**src/rtl/vencRegPkg.sv**
```systemverilog
package vencRegPkg;
  parameter int ADDR_W   = 4;
  parameter int DATA_W   = 8;
  parameter int NUM_REGS = 13;

  localparam int BROAD_W = 11;
  localparam int SYNC_W  = 11;
  localparam int LUMA_W  = 10;
  localparam int GAIN_W  = 9;
  localparam int PED_W   = 8;
  localparam int OFF_W   = 8;

  localparam int IDX_CTRL0  = 0;
  localparam int IDX_CTRL1  = 1;
  localparam int IDX_PREEMP = 2;
  localparam int IDX_BRD_LO = 3;
  localparam int IDX_BRD_HI = 4;
  localparam int IDX_SYN_LO = 5;
  localparam int IDX_SYN_HI = 6;
  localparam int IDX_LUM_LO = 7;
  localparam int IDX_LUM_HI = 8;
  localparam int IDX_GAN_LO = 9;
  localparam int IDX_GAN_HI = 10;
  localparam int IDX_PED    = 11;
  localparam int IDX_OFF    = 12;

  localparam int AUTO_BIT = 7;
  localparam int STD_LSB  = 4;

  typedef enum logic [1:0] {
    STD_NTSC_M = 2'b00,
    STD_PAL    = 2'b01,
    STD_PAL_M  = 2'b10,
    STD_PAL_N  = 2'b11
  } videoStdE;

  typedef struct packed {
    logic              wrEn;
    logic [ADDR_W-1:0] wrAddr;
    logic [DATA_W-1:0] wrData;
  } wrStrobeS;

  typedef struct packed {
    logic [BROAD_W-1:0] broad;
    logic [SYNC_W-1:0]  sync;
    logic [LUMA_W-1:0]  luma;
    logic [GAIN_W-1:0]  gain;
    logic [PED_W-1:0]   ped;
    logic [OFF_W-1:0]   offset;
  } vidParamS;

  function automatic logic [DATA_W-1:0] regMask(input int idx);
    case (idx)
      IDX_BRD_HI: regMask = DATA_W'((1 << (BROAD_W - DATA_W)) - 1);
      IDX_SYN_HI: regMask = DATA_W'((1 << (SYNC_W - DATA_W)) - 1);
      IDX_LUM_HI: regMask = DATA_W'((1 << (LUMA_W - DATA_W)) - 1);
      IDX_GAN_HI: regMask = DATA_W'((1 << (GAIN_W - DATA_W)) - 1);
      default:    regMask = '1;
    endcase
  endfunction

  function automatic vidParamS stdDefaults(input videoStdE s);
    vidParamS p;
    case (s)
      STD_NTSC_M: begin
        p.broad = 11'd1450; p.sync = 11'd127; p.luma = 10'd600;
        p.gain = 9'd300; p.ped = 8'd42; p.offset = 8'd16;
      end
      STD_PAL: begin
        p.broad = 11'd1480; p.sync = 11'd126; p.luma = 10'd580;
        p.gain = 9'd290; p.ped = 8'd0; p.offset = 8'd16;
      end
      STD_PAL_M: begin
        p.broad = 11'd1452; p.sync = 11'd125; p.luma = 10'd596;
        p.gain = 9'd296; p.ped = 8'd40; p.offset = 8'd18;
      end
      default: begin
        p.broad = 11'd1482; p.sync = 11'd128; p.luma = 10'd584;
        p.gain = 9'd292; p.ped = 8'd0; p.offset = 8'd20;
      end
    endcase
    return p;
  endfunction
endpackage

```
**src/rtl/vencRegCtrl.sv**
```systemverilog
module vencRegCtrl
  import vencRegPkg::*;
#(
  parameter int SYNC_STAGES = 2
) (
  input  logic              clk,
  input  logic              rstN,
  input  logic              csN,
  input  logic              wrN,
  input  logic [ADDR_W-1:0] addr,
  input  logic [DATA_W-1:0] wrData,
  output wrStrobeS          wrBus
);
  localparam int LAST = SYNC_STAGES - 1;

  logic [SYNC_STAGES-1:0] wrSync;
  logic [SYNC_STAGES-1:0] csSync;
  logic                   wrPrev;

  // Resynchroniser chains, one stage per generate iteration.
  genvar g;
  generate
    for (g = 0; g < SYNC_STAGES; g++) begin : gSync
      if (g == 0) begin : gFirst
        always_ff @(posedge clk or negedge rstN) begin
          if (!rstN) begin
            wrSync[0] <= 1'b1;
            csSync[0] <= 1'b1;
          end else begin
            wrSync[0] <= wrN;
            csSync[0] <= csN;
          end
        end
      end else begin : gNext
        always_ff @(posedge clk or negedge rstN) begin
          if (!rstN) begin
            wrSync[g] <= 1'b1;
            csSync[g] <= 1'b1;
          end else begin
            wrSync[g] <= wrSync[g-1];
            csSync[g] <= csSync[g-1];
          end
        end
      end
    end
  endgenerate

  always_ff @(posedge clk or negedge rstN) begin
    if (!rstN) wrPrev <= 1'b1;
    else       wrPrev <= wrSync[LAST];
  end

  always_comb begin
    wrBus.wrEn   = wrPrev & ~wrSync[LAST] & ~csSync[LAST];
    wrBus.wrAddr = addr;
    wrBus.wrData = wrData;
  end
endmodule

```
**src/rtl/vencRegData.sv**
```systemverilog
module vencRegData
  import vencRegPkg::*;
(
  input  logic              clk,
  input  logic              rstN,
  input  wrStrobeS          wrBus,
  input  logic [ADDR_W-1:0] addr,
  output logic [DATA_W-1:0] rdData,
  output logic [DATA_W-1:0] ctrlMisc,
  output logic              autoMode,
  output logic [1:0]        videoStd,
  output logic [DATA_W-1:0] preEmph,
  output vidParamS          params
);
  logic [DATA_W-1:0] regs [NUM_REGS];
  vidParamS progP;
  vidParamS defP;
  vidParamS selP;

  always_ff @(posedge clk or negedge rstN) begin
    if (!rstN) begin
      for (int i = 0; i < NUM_REGS; i++) regs[i] <= '0;
    end else if (wrBus.wrEn) begin
      for (int i = 0; i < NUM_REGS; i++)
        if (wrBus.wrAddr == ADDR_W'(i))
          regs[i] <= wrBus.wrData & regMask(i);
    end
  end

  always_comb begin
    rdData = '0;
    for (int i = 0; i < NUM_REGS; i++)
      if (addr == ADDR_W'(i)) rdData = regs[i];
  end

  assign ctrlMisc = regs[IDX_CTRL0];
  assign autoMode = regs[IDX_CTRL1][AUTO_BIT];
  assign videoStd = regs[IDX_CTRL1][STD_LSB+1:STD_LSB];
  assign preEmph  = regs[IDX_PREEMP];

  always_comb begin
    progP.broad  = {regs[IDX_BRD_HI][BROAD_W-DATA_W-1:0], regs[IDX_BRD_LO]};
    progP.sync   = {regs[IDX_SYN_HI][SYNC_W-DATA_W-1:0], regs[IDX_SYN_LO]};
    progP.luma   = {regs[IDX_LUM_HI][LUMA_W-DATA_W-1:0], regs[IDX_LUM_LO]};
    progP.gain   = {regs[IDX_GAN_HI][GAIN_W-DATA_W-1:0], regs[IDX_GAN_LO]};
    progP.ped    = regs[IDX_PED];
    progP.offset = regs[IDX_OFF];
    defP = stdDefaults(videoStdE'(videoStd));
    selP = autoMode ? defP : progP;
    params = selP;
    if (videoStd == STD_PAL || videoStd == STD_PAL_N) params.ped = '0;
  end
endmodule

```
**src/rtl/vencRegBank.sv**
```systemverilog
module vencRegBank
  import vencRegPkg::*;
#(
  parameter int SYNC_STAGES = 2
) (
  input  logic               clk,
  input  logic               rstN,
  input  logic               csN,
  input  logic               wrN,
  input  logic [ADDR_W-1:0]  addr,
  input  logic [DATA_W-1:0]  wrData,
  output logic [DATA_W-1:0]  rdData,
  output logic [DATA_W-1:0]  ctrlMisc,
  output logic               autoMode,
  output logic [1:0]         videoStd,
  output logic [DATA_W-1:0]  preEmph,
  output logic [BROAD_W-1:0] broadWidth,
  output logic [SYNC_W-1:0]  syncWidth,
  output logic [LUMA_W-1:0]  lumaScale,
  output logic [GAIN_W-1:0]  outGain,
  output logic [PED_W-1:0]   pedestal,
  output logic [OFF_W-1:0]   lumaOffset
);
  wrStrobeS ctrlBus;
  vidParamS effP;

  vencRegCtrl #(.SYNC_STAGES(SYNC_STAGES)) u_ctrl (
    .clk(clk), .rstN(rstN), .csN(csN), .wrN(wrN),
    .addr(addr), .wrData(wrData), .wrBus(ctrlBus)
  );

  vencRegData u_data (
    .clk(clk), .rstN(rstN), .wrBus(ctrlBus), .addr(addr),
    .rdData(rdData), .ctrlMisc(ctrlMisc), .autoMode(autoMode),
    .videoStd(videoStd), .preEmph(preEmph), .params(effP)
  );

  assign broadWidth = effP.broad;
  assign syncWidth  = effP.sync;
  assign lumaScale  = effP.luma;
  assign outGain    = effP.gain;
  assign pedestal   = effP.ped;
  assign lumaOffset = effP.offset;
endmodule

```
**config.mk**
```make
export PLATFORM = sky130hd
export DESIGN_NAME = vencRegBank
export DESIGN_NICKNAME = d
export VERILOG_FILES = /design/src/rtl/vencRegPkg.sv /design/src/rtl/vencRegCtrl.sv /design/src/rtl/vencRegData.sv /design/src/rtl/vencRegBank.sv
export SDC_FILE = /design/constraint.sdc
export NUM_CORES = 1
export LEC_CHECK = 0
export CELL_PAD_IN_SITES_DETAIL_PLACEMENT = 1
export CELL_PAD_IN_SITES_GLOBAL_PLACEMENT = 2
export CORE_UTILIZATION = 30
export DETAILED_ROUTE_END_ITERATION = 6
export DONT_BUFFER_PORTS = 1
export PLACE_DENSITY = 0.68
export RECOVER_POWER = 50
export SETUP_SLACK_MARGIN = 0.1
export SYNTH_ARGS = -nofsm -noshare
export SYNTH_HDL_FRONTEND = slang
export SYNTH_SLANG_ARGS = --single-unit
```
**constraint.sdc**
```tcl
create_clock -name clk -period 2.15 [get_ports clk]
set_clock_uncertainty 0.05 [all_clocks]
set_input_delay 0.43 -clock clk [delete_from_list [all_inputs] [get_ports clk]]
set_output_delay 0.43 -clock clk [all_outputs]
set_load 0.01 [all_outputs]
```
# Word-level counts from Yosys, hierarchy flattened
# Index checks and enable logic that the tools add are counted.
totals:
  register_bits: 109
  word_cells: 108
op_classes:
  n_eq_ne: 15
  mux: 42
  bitwise_logic: 17
  n_reduce_logical: 16
op_table:
  columns: ["operator", "count"]
  rows:
  - ["$mux W8", 40]
  - ["$pmux W53 S3", 1]
  - ["$and A8 B8 Y8", 13]
  - ["$mux W57", 1]
  - ["$reduce_and A2 Y1", 13]
  - ["$eq A4 B4 Y1 const B", 5]
  - ["$eq A4 B3 Y1 const B", 4]
  - ["$eq A4 B2 Y1 const B", 2]
  - ["$eq A2 B2 Y1 const B", 2]
  - ["$eq A4 B1 Y1 const B", 1]
  - ["$logic_not A4 Y1", 1]
  - ["$and A1 B1 Y1", 2]
  - ["$eq A2 B1 Y1 const B", 1]
  - ["$logic_not A2 Y1", 1]
  - ["$not A1 Y1", 2]
  - ["$logic_or A1 B1 Y1", 1]

# Depth between registers and ports, before layout
# Gate-level depths: netlist (run 1).
depth:
  word_depth: 14
  ltp_mapped: 7
  ltp_nobuf: 5

# Cells and area by module
# A second synthesis (run 1) with hierarchy kept.
unflattened:
  cells_unflattened: 446
  hier_area_um2: 4897.2
modules_own_cells:
  columns: ["module", "instances", "cells_per_inst", "area_per_inst_um2"]
  rows:
  - ["vencRegData", 1, 428, 4663.2]
  - ["vencRegCtrl", 1, 18, 234.0]

# Worst setup path after synthesis (run 1)
# No wires, ideal clock.
synth_path:
  kind: "input-to-output"
  from: "input addr[3]"
  to: "output rdData[1]"
  arrival_ns: 1.727
  t_required_ns: 1.670
  path_slack_ns: -0.057
  stages: 6
  path_buffers: 2
  cell_sequence: "buf_2 > or2_2 > buf_2 > a2111oi_0 > o21ai_0 > a31oi_1"
synth_via:
  elab_chain_cells: 14
  elab_cells_between_ends: 26
  cone_classes: "12 x eq/ne; 13 x mux; 1 x reduce/logical"
synth_rtl:
  columns: ["element", "line_no", "source"]
  rows:
  - ["start: declaration", "vencRegBank.sv:10", "input logic [ADDR_W-1:0] addr,"]
  - ["$logic_not A4 Y1", "vencRegData.sv:33", "if (addr == ADDR_W'(i)) rdData = regs[i];"]
  - ["$mux W8 (12 in series)", "vencRegData.sv:33", null]
  - ["$mux W8 *", "vencRegData.sv:33", null]
  - ["end: declaration", "vencRegBank.sv:12", "output logic [DATA_W-1:0] rdData,"]
# Every way passes the cells marked *; elsewhere a longest branch is shown, timed or not.

# Final worst setup path (run 1)
layout_path:
  from: "register u_data.regs, in the netlist u_data.preEmph[2]"
  to: "output rdData[2]"
layout_via:
  elab_chain_cells: 11
layout_rtl:
  columns: ["element", "line_no", "source"]
  rows:
  - ["start: declaration", "vencRegData.sv:15", "logic [DATA_W-1:0] regs [NUM_REGS];"]
  - ["start signal: indexed assignment", "vencRegData.sv:26", "regs[i] <= wrBus.wrData & regMask(i);"]
  - ["$mux W8 (11 in series)", "vencRegData.sv:33", null]
# Every way passes these cells.

==> metrics.csv, run 1 <==
metric,value,unit
Chip Width,129,um
most common library cell in the layout ignoring fill and taps,dfrtp_1,
status,"finished, violations left",
synth unique cells,43,
Synth Flop Type,dfrtp_1,
DR pass1 iterations,4,
CP Max Fanout,3,
GRT Total Usage,0.193,
maxcap violations,0,
register share of total power,0.443,
Int Pwr,3250,uW
buffer and inverter count on the worst path,1,
full die area,16500,um2
Worst slew margin,0.749,
Max IR drop VDD,0.000489,V
Setup TNS,-0.00684,ns
Mapped Avg Cell Area,10.6,um2
post-synthesis async set-or-reset flop share,1.00,
Worst EP required,1.67,ns
Worst-path clk slew,0.05,ns
Post-DRT Antenna Nets,0,
Worst R2R Setup Slack,0.14,ns
WL/cell,22.8,um
fin crit period,2.16,ns
Sw Share,0.312,
startpoint types,register,
CTS H-Tree Depth,3,
Ant. Diodes,0,
setup ws final,-0.00684,ns
total wire length,15500,um
post-synth top area share,0.422,
CP Cell Sequence,mux2i_1 > a2bb2oi_2 > o211ai_1 > a21oi_1 > a21oi_2 > buf_4,
die extent in y,129,um
fmax,464,MHz
total core area,15400,um2
failing checks,"hold timing, setup timing",
syn_nets,476,
CP Capture Type,primary output,
slowest cell on the critical path,dfrtp_2,
met2 wire len,7460,um
Worst EP arrival,1.68,ns
Synth Register Bits,86,
Port Buffers,0,
Max Buffers Root-to-Sink,2,
TritonCTS clock tree,done,
Top Layer Used,met4,
Top Ports,100,
Starting Density,0.312,
CTS Buf Count,9,
Hold Slack,-0.267,ns
Crit path max-delay family,compound AO/OA/AOI/OAI gates,
warnings from Yosys,0,
share of post-route cells with drive strength above 1,0.483,
Core Rows,45,
DRT met1 WL,7170,um
"Slew Viols, Final",0,
post-synth top area cell,dfrtp_1,
Final HPWL DP,10600,um
fill count,1723,
Fin. Hold Viols,86,
metal3 WL,674,um
Worst Hold Class,input port to asynchronous set/reset pin,
combinational share of power,0.257,
total power,4720,uW
initial antenna violation count,0,
Synth area leaders,"dfrtp_1 42%, mux2_2 17%, mux2i_1 3.5%",
CTS Sinks,86,
initial drt markers,185,
number of global-route vias before repair,3783,
Nets,485,
Setup CP Type,register to primary output,
via count,3484,
RSZ-0062 raised after global routing,yes,
grt ovf,0,
"Largest stage delay, worst path",0.44,ns
"commonest cells after routing, fill and taps aside","74 x dfrtp_1, 63 x mux2_2, 34 x buf_4",
# DRC,0,
first-pass GRT wire length,23300,um
Clock power frac,0.300,
GP Congestion,0.767,
clock root buffer,clkbuf_16,
worst-skew pair later-pin latency,0.34,ns
pwr dens,804,nW/um2
# setup viols final,1,
actual slew at the worst max-slew pin,0.375,ns
NetSw,1470,uW
period utilization,1.00,
P&R area growth vs syn,22.0,%
leakage dissipation,0.00261,uW
Syn Inst Count,455,
largest net degree at the start of global routing,87,
sequential fraction of the synthesis area,0.449,
vias per inst,5.13,
Synth Cell Area,4810,um2
"EDFF count, synth",0,
power by group through the flow:
stage          Sequential [uW]  Clock (uW)  Combinational, uW
6_report                  2090        1420               1210
5_1_grt                   2120        1510               1300
4_1_cts                   2090        1460               1100
3_5_place_dp              2110           0                903
3_3_place_gp              2100           0                886
2_1_floorplan             1980           0                824
synth_stat cells (5+ instances only):
library cell,count
dfrtp_1,81
mux2_2,72
nor2_1,27
o21ai_0,27
nor2b_1,26
nand2_1,23
inv_1,22
a21oi_1,20
buf_4,19
mux2i_1,17
clkbuf_1,12
or2_2,11
buf_2,9
mux2_4,8
a31oi_1,6
nand2b_1,6
and2_1,5
buf_1,5
dfstp_2,5
ha_1,5
nor3_1,5
state kept, by name, summed over array words and instances (netlist names):
name / flops
u_ctrl.wrSync: 2
u_data.preEmph: 8
u_data.ctrlMisc: 8
u_data.regs: 5
u_data.videoStd: 2
u_data.autoMode: 1
u_data.progP: 57
u_ctrl.wrPrev: 1
u_ctrl.csSync: 2
kinds of logic after synthesis:
logic type,synth area share
muxes,0.229
buffers and inverters,0.0742
DFF,0.449
adders and majority gates,0.0130
and+or+nand+nor,0.129
AOI/OAI and AO/OA,0.106
cell type report:
cell class / instances / area, um2 / share of cell area
clock buffer: 13 / 250 / 0.0426
clock inverter: 2 / 10.0 / 0.00171
inverter: 22 / 87.6 / 0.0149
timing repair buffer: 45 / 395 / 0.0674
tap: 211 / 264 / 0.0450
sequential: 86 / 2170 / 0.370
multi-input combinational: 300 / 2690 / 0.459
per-stage QoR:
step	instances	area [um2]	worst slack (ns)	hold WS, ns	util
floorplan	455	4830	0.00835	0.0844	-
global placement	646	5030	0.0642	0.0879	0.326
detailed placement	646	5030	-0.00484	0.0866	0.326
CTS	671	5610	-0.111	-0.284	0.364
global route	679	5870	-0.0840	-0.286	0.380
finish	679	5870	-0.00684	-0.267	0.380
what timing repair did:
item                       4_1_cts  5_1_grt
setup buffers                   10        8
gates resized for setup         70       57
pin swaps                       15       18
hold endpoints to repair        86       86
cloned                           0        0
setup endpoints to repair       71       56
routing by layer:
metal	GRT usage	vias to the layer above
li1	-	1586
met1	0.260	1808
met2	0.310	76
met3	0.0428	14
met4	0.0561	0
met5	0	-
final timing paths:
kind                                    from           endpoint  depth (start not counted)
max in group asynchronous               rstN    u_data.progP[3]                          0
min reg2reg                 u_ctrl.wrSync[0]   u_ctrl.wrSync[1]                          0
min                                     rstN  u_data.preEmph[0]                          0
min in group clk                         wrN   u_ctrl.wrSync[0]                          0
max                        u_data.preEmph[2]          rdData[2]                          6
max reg2reg                    u_ctrl.wrPrev    u_data.progP[4]                          3
(Power assumes the default switching activity.)
==> run 2, diff against run 1 <==
CAP_MARGIN = 30   (was default)
CTS_BUF_LIST = sky130_fd_sc_hd__clkbuf_4 sky130_fd_sc_hd__clkbuf_8 sky130_fd_sc_hd__clkbuf_16   (was default)
==> run 2 against run 1 <==
Effect of this change: the run still ends with hold timing, setup timing left; count of clock-buffer cells in the layout did not move; global-route usage barely moved; die area did not move; critical endpoint unchanged; largest cell class unchanged; largest power group unchanged.
==> metrics.csv, run 2 (synthesized netlist as in run 1, its figures left out) <==
metric,value,unit
worst-skew pair later-pin latency,0.34,ns
DR pass1 iterations,4,
max reg flops,57,
WL/cell,22.8,um
first-pass GRT wire length,23400,um
initial drt markers,192,
fill count,1719,
CP Cell Sequence,mux2i_1 > a2bb2oi_2 > o211ai_1 > a21oi_1 > a21oi_2 > buf_4,
Worst Reg-to-Reg Cells,3,
number of global-route vias before repair,3796,
Max Buffers Root-to-Sink,2,
"Slew Viols, Final",0,
buffer and inverter count on the worst path,1,
pwr dens,810,nW/um2
Core Rows,45,
clock root buffer,clkbuf_16,
pre-CTS setup slack,-0.00484,ns
total wire length,15500,um
Ant. Diodes,0,
fmax,460,MHz
FF-to-FF Start,u_ctrl.wrPrev,
period utilization,1.01,
slowest cell on the critical path,dfrtp_2,
Starting Density,0.312,
area taken by multi-input logic gates,2690,um2
Fin. Hold Viols,86,
share of post-route cells with drive strength above 1,0.489,
vias per inst,5.13,
CTS Buf Count,9,
actual slew at the worst max-slew pin,0.380,ns
RSZ-0062 raised after global routing,yes,
CTS H-Tree Depth,3,
initial antenna violation count,0,
"Largest stage delay, worst path",0.44,ns
GP Congestion,0.767,
failing checks,"hold timing, setup timing",
maxcap violations,0,
status,"finished, violations left",
Setup CP Type,register to primary output,
die extent in y,129,um
reg2reg end,u_data.progP[4],
most common library cell in the layout ignoring fill and taps,dfrtp_1,
Worst R2R Setup Slack,0.14,ns
Seq. cell area,2170,um2
Layout Cells excl Fill,679,
Worst-path clk slew,0.06,ns
largest net degree at the start of global routing,87,
# setup viols final,2,
startpoint types,register,
Port Buffers,0,
placed cells,646,
Worst Hold Class,input port to asynchronous set/reset pin,
P&R area growth vs syn,22.2,%
CP endpoint,rdData[2],
GRT Total Usage,0.193,
CP Capture Type,primary output,
Worst EP required,1.67,ns
grt ovf,0,
setup ws final,-0.0230,ns
total core area,15400,um2
Nets,485,
Top Ports,100,
leakage dissipation,0.00262,uW
Final HPWL DP,10600,um
Chip Width,129,um
full die area,16500,um2
Hold Slack,-0.269,ns
Max IR drop VDD,0.000490,V
Worst slew margin,0.746,
via count,3484,
CTS Sinks,86,
Crit path max-delay family,compound AO/OA/AOI/OAI gates,
TritonCTS clock tree,done,
# DRC,0,
Worst EP arrival,1.69,ns
Post-DRT Antenna Nets,0,
"commonest cells after routing, fill and taps aside","74 x dfrtp_1, 64 x mux2_2, 34 x buf_4",
Critical Path Start,u_data.preEmph[2],
fin crit period,2.17,ns
critical path depth,6,
CP Max Fanout,3,
==> run 2: area by class of cell <==
cell class | count | share of cell area
Multi-Input combinational cell | 300 | 0.457
Timing Repair Buffer | 45 | 0.0673
Inverter | 22 | 0.0149
Tap cell | 211 | 0.0449
Clock buffer | 13 | 0.0445
Sequential cell | 86 | 0.369
Clock inverter | 2 | 0.00170
==> run 2: how the worst min path moves through the flow <==
stage | cells after the start | end
2_1_floorplan | 0 | u_data.autoMode
3_3_place_gp | 0 | u_data.preEmph[2]
3_5_place_dp | 0 | u_data.preEmph[0]
4_1_cts | 0 | u_data.progP[16]
5_1_grt | 0 | u_data.preEmph[0]
6_report | 0 | u_data.regs[90]
==> run 2: through the flow <==
step	setup TNS [ns]	cell area, um2	total power [uW]	util
2_1_floorplan	0	4830	2800	-
3_3_place_gp	0	5030	2990	0.326
3_5_place_dp	-0.00484	5030	3010	0.326
4_1_cts	-0.152	5620	4680	0.365
5_1_grt	-0.332	5880	4970	0.381
6_report	-0.0281	5880	4760	0.381
==> run 2: report_power, final <==
part	switching, uW	leakage [uW]	total, uW	internal (uW)
sequential	245	0.00110	2090	1850
combinational	614	0.00138	1210	594
clock	614	0.000140	1460	843
total	1470	0.00262	4760	3290
==> run 2: metal layers <==
layer,GRT usage,wire [um],vias up
met5,0,0,-
met4,0.0561,167,0
met3,0.0432,762,14
met2,0.312,7480,82
met1,0.259,7090,1809
li1,-,-,1579
==> run 2: what timing repair did <==
item                       4_1_cts  5_1_grt
pin swaps                       15       16
hold endpoints to repair        86       86
setup buffers                   10        8
setup endpoints to repair       71       56
gates resized for setup         70       56
==> run 2: worst register-to-register path, cell delays in order, from the launching register on <==
cell,delay (ns)
dfstp_2,0.51
or3b_4,0.42
or4_4,0.57
mux2_4,0.34
